==> src/rtl/bconv_pkg.sv <==
package bconv_pkg;
  // which scale file a configuration write targets
  typedef enum logic {
    SCL_ALPHA = 1'b0,
    SCL_BETA  = 1'b1
  } scale_sel_e;

  function automatic int idx_width(input int count);
    return (count > 1) ? $clog2(count) : 1;
  endfunction
endpackage

==> src/rtl/bconv_popcount.sv <==
module bconv_popcount #(
  parameter int WIN  = 9,
  parameter int PC_W = $clog2(WIN + 1)
) (
  input  logic [WIN-1:0]  wgt,
  input  logic [WIN-1:0]  act,
  output logic [PC_W-1:0] ones
);
  logic [WIN-1:0] agree;

  for (genvar g = 0; g < WIN; g++) begin : g_xnor
    assign agree[g] = ~(wgt[g] ^ act[g]);
  end

  always_comb begin
    ones = '0;
    for (int i = 0; i < WIN; i++) ones = ones + PC_W'(agree[i]);
  end
endmodule

==> src/rtl/bconv_scale_rf.sv <==
module bconv_scale_rf #(
  parameter int IDX_W   = 1,
  parameter int SCALE_W = 8
) (
  input  logic               clk,
  input  logic               we,
  input  logic [IDX_W-1:0]   waddr,
  input  logic [SCALE_W-1:0] wdata,
  input  logic [IDX_W-1:0]   raddr,
  output logic [SCALE_W-1:0] rdata
);
  localparam int DEPTH = 1 << IDX_W;

  logic [SCALE_W-1:0] mem [DEPTH];

  always_ff @(posedge clk) begin
    if (we) mem[waddr] <= wdata;
  end

  assign rdata = mem[raddr];
endmodule

==> src/rtl/bconv_scale_mac.sv <==
module bconv_scale_mac #(
  parameter int CNT_W      = 8,
  parameter int SCALE_W    = 8,
  parameter int SCALE_FRAC = 4,
  parameter int OUT_W      = 16
) (
  input  logic               clk,
  input  logic               rst,
  input  logic               start,
  input  logic               first,
  input  logic               final_pair,
  input  logic [CNT_W-1:0]   cnt,
  input  logic [SCALE_W-1:0] alpha,
  input  logic [SCALE_W-1:0] beta,
  output logic               busy,
  output logic               res_valid,
  output logic [OUT_W-1:0]   res_data
);
  localparam int AB_W   = 2 * SCALE_W;
  localparam int PROD_W = AB_W + CNT_W + 1;
  localparam int SUM_W  = ((PROD_W > OUT_W) ? PROD_W : OUT_W) + 1;
  localparam logic signed [SUM_W-1:0] SAT_HI = (SUM_W'(1) <<< (OUT_W - 1)) - SUM_W'(1);
  localparam logic signed [SUM_W-1:0] SAT_LO = -(SUM_W'(1) <<< (OUT_W - 1));

  logic                     s2_v, s2_first, s2_final;
  logic signed [AB_W-1:0]   s2_ab;
  logic [CNT_W-1:0]         s2_cnt;
  logic signed [OUT_W-1:0]  total;

  logic signed [PROD_W-1:0] prod, term;
  logic signed [SUM_W-1:0]  base_ext, term_ext, sum;
  logic signed [OUT_W-1:0]  sum_sat;

  always_comb begin
    prod     = PROD_W'(s2_ab) * PROD_W'($signed({1'b0, s2_cnt}));
    term     = prod >>> SCALE_FRAC;
    term_ext = SUM_W'(term);
    base_ext = s2_first ? '0 : SUM_W'(total);
    sum      = base_ext + term_ext;
    if (sum > SAT_HI)      sum_sat = SAT_HI[OUT_W-1:0];
    else if (sum < SAT_LO) sum_sat = SAT_LO[OUT_W-1:0];
    else                   sum_sat = sum[OUT_W-1:0];
  end

  always_ff @(posedge clk) begin
    if (rst) begin
      s2_v      <= 1'b0;
      s2_first  <= 1'b0;
      s2_final  <= 1'b0;
      s2_ab     <= '0;
      s2_cnt    <= '0;
      total     <= '0;
      res_valid <= 1'b0;
      res_data  <= '0;
    end else begin
      s2_v      <= start;
      res_valid <= 1'b0;
      if (start) begin
        s2_ab    <= AB_W'($signed(alpha)) * AB_W'($signed(beta));
        s2_cnt   <= cnt;
        s2_first <= first;
        s2_final <= final_pair;
      end
      if (s2_v) begin
        total <= sum_sat;
        if (s2_final) begin
          res_valid <= 1'b1;
          res_data  <= sum_sat;
        end
      end
    end
  end

  assign busy = s2_v;
endmodule

==> src/rtl/bconv_acc.sv <==
module bconv_acc
  import bconv_pkg::*;
#(
  parameter int K          = 3,
  parameter int CI_MAX     = 16,
  parameter int M_BASES    = 2,
  parameter int N_BASES    = 2,
  parameter int SCALE_W    = 8,
  parameter int SCALE_FRAC = 4,
  parameter int OUT_W      = 16,
  localparam int WIN       = K * K,
  localparam int PC_W      = $clog2(WIN + 1),
  localparam int CNT_W     = $clog2(WIN * CI_MAX + 1),
  localparam int A_IDX_W   = idx_width(M_BASES),
  localparam int B_IDX_W   = idx_width(N_BASES),
  localparam int CFG_IDX_W = (A_IDX_W > B_IDX_W) ? A_IDX_W : B_IDX_W
) (
  input  logic                 clk,
  input  logic                 rst,
  input  logic                 cfg_we,
  input  logic                 cfg_sel,
  input  logic [CFG_IDX_W-1:0] cfg_idx,
  input  logic [SCALE_W-1:0]   cfg_data,
  input  logic                 in_valid,
  output logic                 in_ready,
  input  logic [WIN-1:0]       in_wgt,
  input  logic [WIN-1:0]       in_act,
  input  logic                 in_last,
  output logic                 out_valid,
  output logic [OUT_W-1:0]     out_data
);
  logic [PC_W-1:0]    beat_ones;
  logic [CNT_W-1:0]   chan_acc, beat_sum;
  logic [A_IDX_W-1:0] m_idx, s1_m;
  logic [B_IDX_W-1:0] n_idx, s1_n;
  logic [CNT_W-1:0]   s1_cnt;
  logic               s1_v, s1_first, s1_final;
  logic               mac_busy, accept, pair_done;
  logic [SCALE_W-1:0] alpha_rd, beta_rd;
  logic               m_end, n_end;

  bconv_popcount #(.WIN(WIN), .PC_W(PC_W)) u_pop (
    .wgt  (in_wgt),
    .act  (in_act),
    .ones (beat_ones)
  );

  bconv_scale_rf #(.IDX_W(A_IDX_W), .SCALE_W(SCALE_W)) u_alpha (
    .clk   (clk),
    .we    (cfg_we && (scale_sel_e'(cfg_sel) == SCL_ALPHA)),
    .waddr (cfg_idx[A_IDX_W-1:0]),
    .wdata (cfg_data),
    .raddr (s1_m),
    .rdata (alpha_rd)
  );

  bconv_scale_rf #(.IDX_W(B_IDX_W), .SCALE_W(SCALE_W)) u_beta (
    .clk   (clk),
    .we    (cfg_we && (scale_sel_e'(cfg_sel) == SCL_BETA)),
    .waddr (cfg_idx[B_IDX_W-1:0]),
    .wdata (cfg_data),
    .raddr (s1_n),
    .rdata (beta_rd)
  );

  assign in_ready  = !s1_v && !mac_busy;
  assign accept    = in_valid && in_ready;
  assign pair_done = accept && in_last;
  assign beat_sum  = chan_acc + CNT_W'(beat_ones);
  assign m_end     = (m_idx == A_IDX_W'(M_BASES - 1));
  assign n_end     = (n_idx == B_IDX_W'(N_BASES - 1));

  always_ff @(posedge clk) begin
    if (rst) begin
      chan_acc <= '0;
      m_idx    <= '0;
      n_idx    <= '0;
      s1_v     <= 1'b0;
      s1_m     <= '0;
      s1_n     <= '0;
      s1_cnt   <= '0;
      s1_first <= 1'b0;
      s1_final <= 1'b0;
    end else begin
      s1_v <= pair_done;
      if (accept) begin
        if (in_last) begin
          chan_acc <= '0;
          s1_cnt   <= beat_sum;
          s1_m     <= m_idx;
          s1_n     <= n_idx;
          s1_first <= (m_idx == '0) && (n_idx == '0);
          s1_final <= m_end && n_end;
          if (n_end) begin
            n_idx <= '0;
            m_idx <= m_end ? '0 : m_idx + A_IDX_W'(1);
          end else begin
            n_idx <= n_idx + B_IDX_W'(1);
          end
        end else begin
          chan_acc <= beat_sum;
        end
      end
    end
  end

  bconv_scale_mac #(
    .CNT_W(CNT_W), .SCALE_W(SCALE_W), .SCALE_FRAC(SCALE_FRAC), .OUT_W(OUT_W)
  ) u_mac (
    .clk        (clk),
    .rst        (rst),
    .start      (s1_v),
    .first      (s1_first),
    .final_pair (s1_final),
    .cnt        (s1_cnt),
    .alpha      (alpha_rd),
    .beta       (beta_rd),
    .busy       (mac_busy),
    .res_valid  (out_valid),
    .res_data   (out_data)
  );
endmodule

==> config.mk <==
export PLATFORM = sky130hd
export DESIGN_NAME = bconv_acc
export DESIGN_NICKNAME = d
export VERILOG_FILES = /design/src/rtl/bconv_pkg.sv /design/src/rtl/bconv_popcount.sv /design/src/rtl/bconv_scale_rf.sv /design/src/rtl/bconv_scale_mac.sv /design/src/rtl/bconv_acc.sv
export SDC_FILE = /design/constraint.sdc
export NUM_CORES = 1
export LEC_CHECK = 0
export BUFFER_PORTS_ARGS = -buffer_cell sky130_fd_sc_hd__buf_2
export CORE_MARGIN = 5
export CORE_UTILIZATION = 65
export CTS_BUF_LIST = sky130_fd_sc_hd__clkbuf_4 sky130_fd_sc_hd__clkbuf_8 sky130_fd_sc_hd__clkbuf_16
export DETAILED_ROUTE_END_ITERATION = 16
export PLACE_DENSITY_LB_ADDON = 0.08
export SLEW_MARGIN = 10
export SYNTH_ARGS = -nofsm -noshare
export SYNTH_HDL_FRONTEND = slang
export SYNTH_SLANG_ARGS = --single-unit
export TNS_END_PERCENT = 5
==> constraint.sdc <==
create_clock -name clk -period 9.2 [get_ports clk]
set_input_delay 1.38 -clock clk [delete_from_list [all_inputs] [get_ports clk]]
set_output_delay 1.38 -clock clk [all_outputs]
set_load 0.005 [all_outputs]
==> flow_summary.toml <==
[cells_and_area]
areaGrowthSynthToFinish_pct = 6.934
diodes = 0
drive_gt1_share_pct = 7.687
nets = 1789
fin_cells = 1766

[routing]
antenna_left = 0
dr.pass1.iters = 5
vias_per_cell = 5.659
wl_um = 29210
drt_iter0_markers = 578
wl_per_cell_um = 16.54
drc = 0
vias = 9994

[grt]
antenna_found_initial = 0
grt-ovfl-total = 0
gr-usage-all-layers_pct = 26.34
grt_max_degree = 60
grt_pass1_wl_um = 50230
grt_pass1_vias = 10285

[run_status]
status = "finished, final reports clean"

[logic_synthesis]
synth_enable_flop_cells = 32
ys.flop_type = "dfxtp_1"
synth_top_area_share_pct = 25.03
synthCells = 1461
synth_top_area_cell = "fa_1"
async_reset_ff_share_pct = 0
synth_area_leaders = "fa_1, dfxtp_1, ha_1"
synth.avg_cell_area_um2 = 8.979
ys_seq_area_share_pct = 20.30
synthesis.area_um2 = 13120
ys_types = 78
yosysWarnings = 0
syn_nets = 1766
synth-seq-cells = 117

[hold_path]
hp-class = "reg2reg"

[sta]
hold_ws_ns = 0.4598
fmax_mhz = 125.9
slew_violations = 0
clock_skew_ns = 0.02222
period_share_pct = 86.32
fin_tns_setup_ns = 0
period_minus_slack_ns = 7.941
setup_ws_ns = 1.259
setup_violations = 0
rsz0062_at_grt = "no"
max_slew_margin_pct = 24.73
worst_pin_slew_ns = 1.129
hold_viol_final = 0

[pwr]
power.switching_mw = 0.7456
ir_worst_vdd_v = 0.0001968
p_leak_nw = 6.691
seq_power_share_pct = 29.8
power_frac_clock_pct = 32.6
p_per_area_nw_per_um2 = 145.6
combPwrFrac_pct = 37.6
p_int_mw = 1.296
total_power_mw = 2.042
swShare_pct = 36.52

[clocking]
h-tree-depth = 4
post_cts_buffers = 0
cts.sinks = 117
clk_pin_slew_ns = 0.06
insertion_delay_ns = 0.43
cts_tree = "built"
cts-root-buf = "clkbuf_16"
cts_buffers = 17
ctsLongestPathBuffers = 2
ctsHoldBuffers = 0
cts_resized = 0

[worst_setup_path]
start_kind = "flop"
crit_fanout = 17
crit_type = "reg2reg"
crit_arrival_ns = 8.20
required_ns = 9.46
critPathCaptureType = "flop"

[floorplanning]
die_w_um = 152.1
die_y_um = 152.1
io_pins = 51
dieArea_um2 = 23120
start_util_pct = 65.47
core-area_um2 = 20040
std_cell_rows = 52

[place]
io_buffers = 50
dp.cells = 1735
place_congestion = 0.9112
dp_hpwl_um = 23120
place_ws_ns = 1.374

[flow_run]
cap_violations = 0
-- per-stage QoR --
step / instance area, um2 / util, %
after floorplan: 13120 / -
after global placement: 13450 / 67.13
after detailed placement: 13450 / 67.13
after CTS: 14030 / 70.01
after global routing: 14030 / 70.01
final: 14030 / 70.01
-- per-layer routing --
metal | global-route usage, % | vias to the layer above | routed length, um
met4 | 10.10 | 0 | 1003
met2 | 45.09 | 231 | 14320
met1 | 34.70 | 4915 | 12800
met3 | 2.816 | 62 | 1082
met5 | 0 | - | 0
li1 | - | 4786 | -
-- cell usage after synthesis, types with 2 or more instances --
| cell | instances |
|---|---|
| inv_1 | 241 |
| fa_1 | 164 |
| nand2_1 | 157 |
| nor2_1 | 115 |
| ha_1 | 108 |
| dfxtp_1 | 85 |
| a21oi_1 | 66 |
| and2_1 | 65 |
| xnor2_1 | 42 |
| o211ai_1 | 36 |
| mux2i_1 | 34 |
| clkbuf_1 | 33 |
| edfxtp_1 | 32 |
| o21ai_0 | 26 |
| nor3_1 | 24 |
| xor2_1 | 24 |
| nor2b_1 | 23 |
| nand3_1 | 21 |
| nand2b_1 | 15 |
| a21o_1 | 13 |
| or2_2 | 10 |
| a211oi_1 | 9 |
| o21a_1 | 8 |
| a31oi_1 | 6 |
| and3_1 | 6 |
| nand4_1 | 6 |
| a22oi_1 | 5 |
| buf_6 | 5 |
| mux2_2 | 5 |
| nor3b_1 | 5 |
| o2111ai_1 | 5 |
| o21bai_1 | 5 |
| buf_1 | 4 |
| nand3b_1 | 4 |
| a211o_1 | 3 |
| buf_4 | 3 |
| a21boi_0 | 2 |
| a311o_1 | 2 |
| and2_2 | 2 |
| and4_1 | 2 |
| buf_2 | 2 |
| o221ai_1 | 2 |
-- final cells by class --
| cell class | count | area [um2] |
|---|---|---|
| Inverter | 241 | 904.6 |
| Fill cell | 1622 | 6011 |
| Timing Repair Buffer | 54 | 280.3 |
| Tap cell | 270 | 337.8 |
| Clock buffer | 19 | 446.7 |
| Multi-Input combinational cell | 1053 | 9268 |
| Clock inverter | 12 | 128.9 |
| Sequential cell | 117 | 2663 |
-- worst max-delay path, cell delays in order, from the launching register on --
cell and delay, ns:
dfxtp_1 0.68, nand2_1 0.16, fa_1 0.57, inv_1 0.06
fa_1 0.50, inv_1 0.05, fa_1 0.47, inv_1 0.05
fa_1 0.47, ha_1 0.33, o21ai_0 0.13, a21boi_0 0.32
o221ai_1 0.23, a21oi_1 0.29, a41oi_1 0.22, a31oi_1 0.24
xor2_1 0.17, ha_1 0.34, a21o_1 0.23, o41ai_1 0.52
o31ai_1 0.22, xnor2_1 0.19, and4b_2 0.27, a32oi_1 0.86
o211ai_1 0.21
-- kinds of logic (layout without fill, tap and decap cells) --
group	after synthesis	after routing	synth area share (%)
multiplexers	39	39	3.023
adder cells (fa/ha/maj)	272	272	35.33
flip-flops	117	117	20.30
AO/OA/AOI/OAI	211	211	11.00
buffers and inverters	291	326	9.060
XOR/XNOR	66	66	4.406
AND/OR/NAND/NOR	465	465	16.89
-- worst paths after layout --
kind / start / endpoint / slack (ns) / cells past startpoint
max reg2reg: u_mac.s2_cnt[2] / u_mac.total[8] / 1.26 / 24
max: u_mac.s2_cnt[2] / u_mac.total[8] / 1.26 / 24
min reg2reg: s1_m / s1_m / 0.46 / 2
min: s1_m / s1_m / 0.46 / 2
-- state kept, by name, summed over array words and instances, names as in the netlist, 8 cells and up, named ones only --
signal          cells
u_alpha.mem        16
u_beta.mem         16
u_mac.res_data     16
u_mac.s2_ab        16
u_mac.total        16
chan_acc            8
s1_cnt              8
u_mac.s2_cnt        8
-- power groups by stage --
stage	Combinational (mW)	Clock, mW	Sequential (mW)
floorplan	0.610	0	0.586
global placement	0.747	0	0.617
detailed placement	0.773	0	0.619
CTS	0.776	0.671	0.608
global route	0.873	0.696	0.614
finish	0.768	0.665	0.609
-- layout by cell type, fill, tap and decap left out, types with 23 or more instances in the layout --
cell and instances:
buf_2 50, a21oi_1 66, nor3_1 24, nand2_1 157, and2_1 65, fa_1 164, o21ai_0 26, mux2i_1 34
nor2_1 115, inv_1 241, xnor2_1 42, dfxtp_1 85, o211ai_1 36, nor2b_1 23, edfxtp_1 32, ha_1 108
xor2_1 24
No activity file was read; power rests on OpenSTA's default activity.
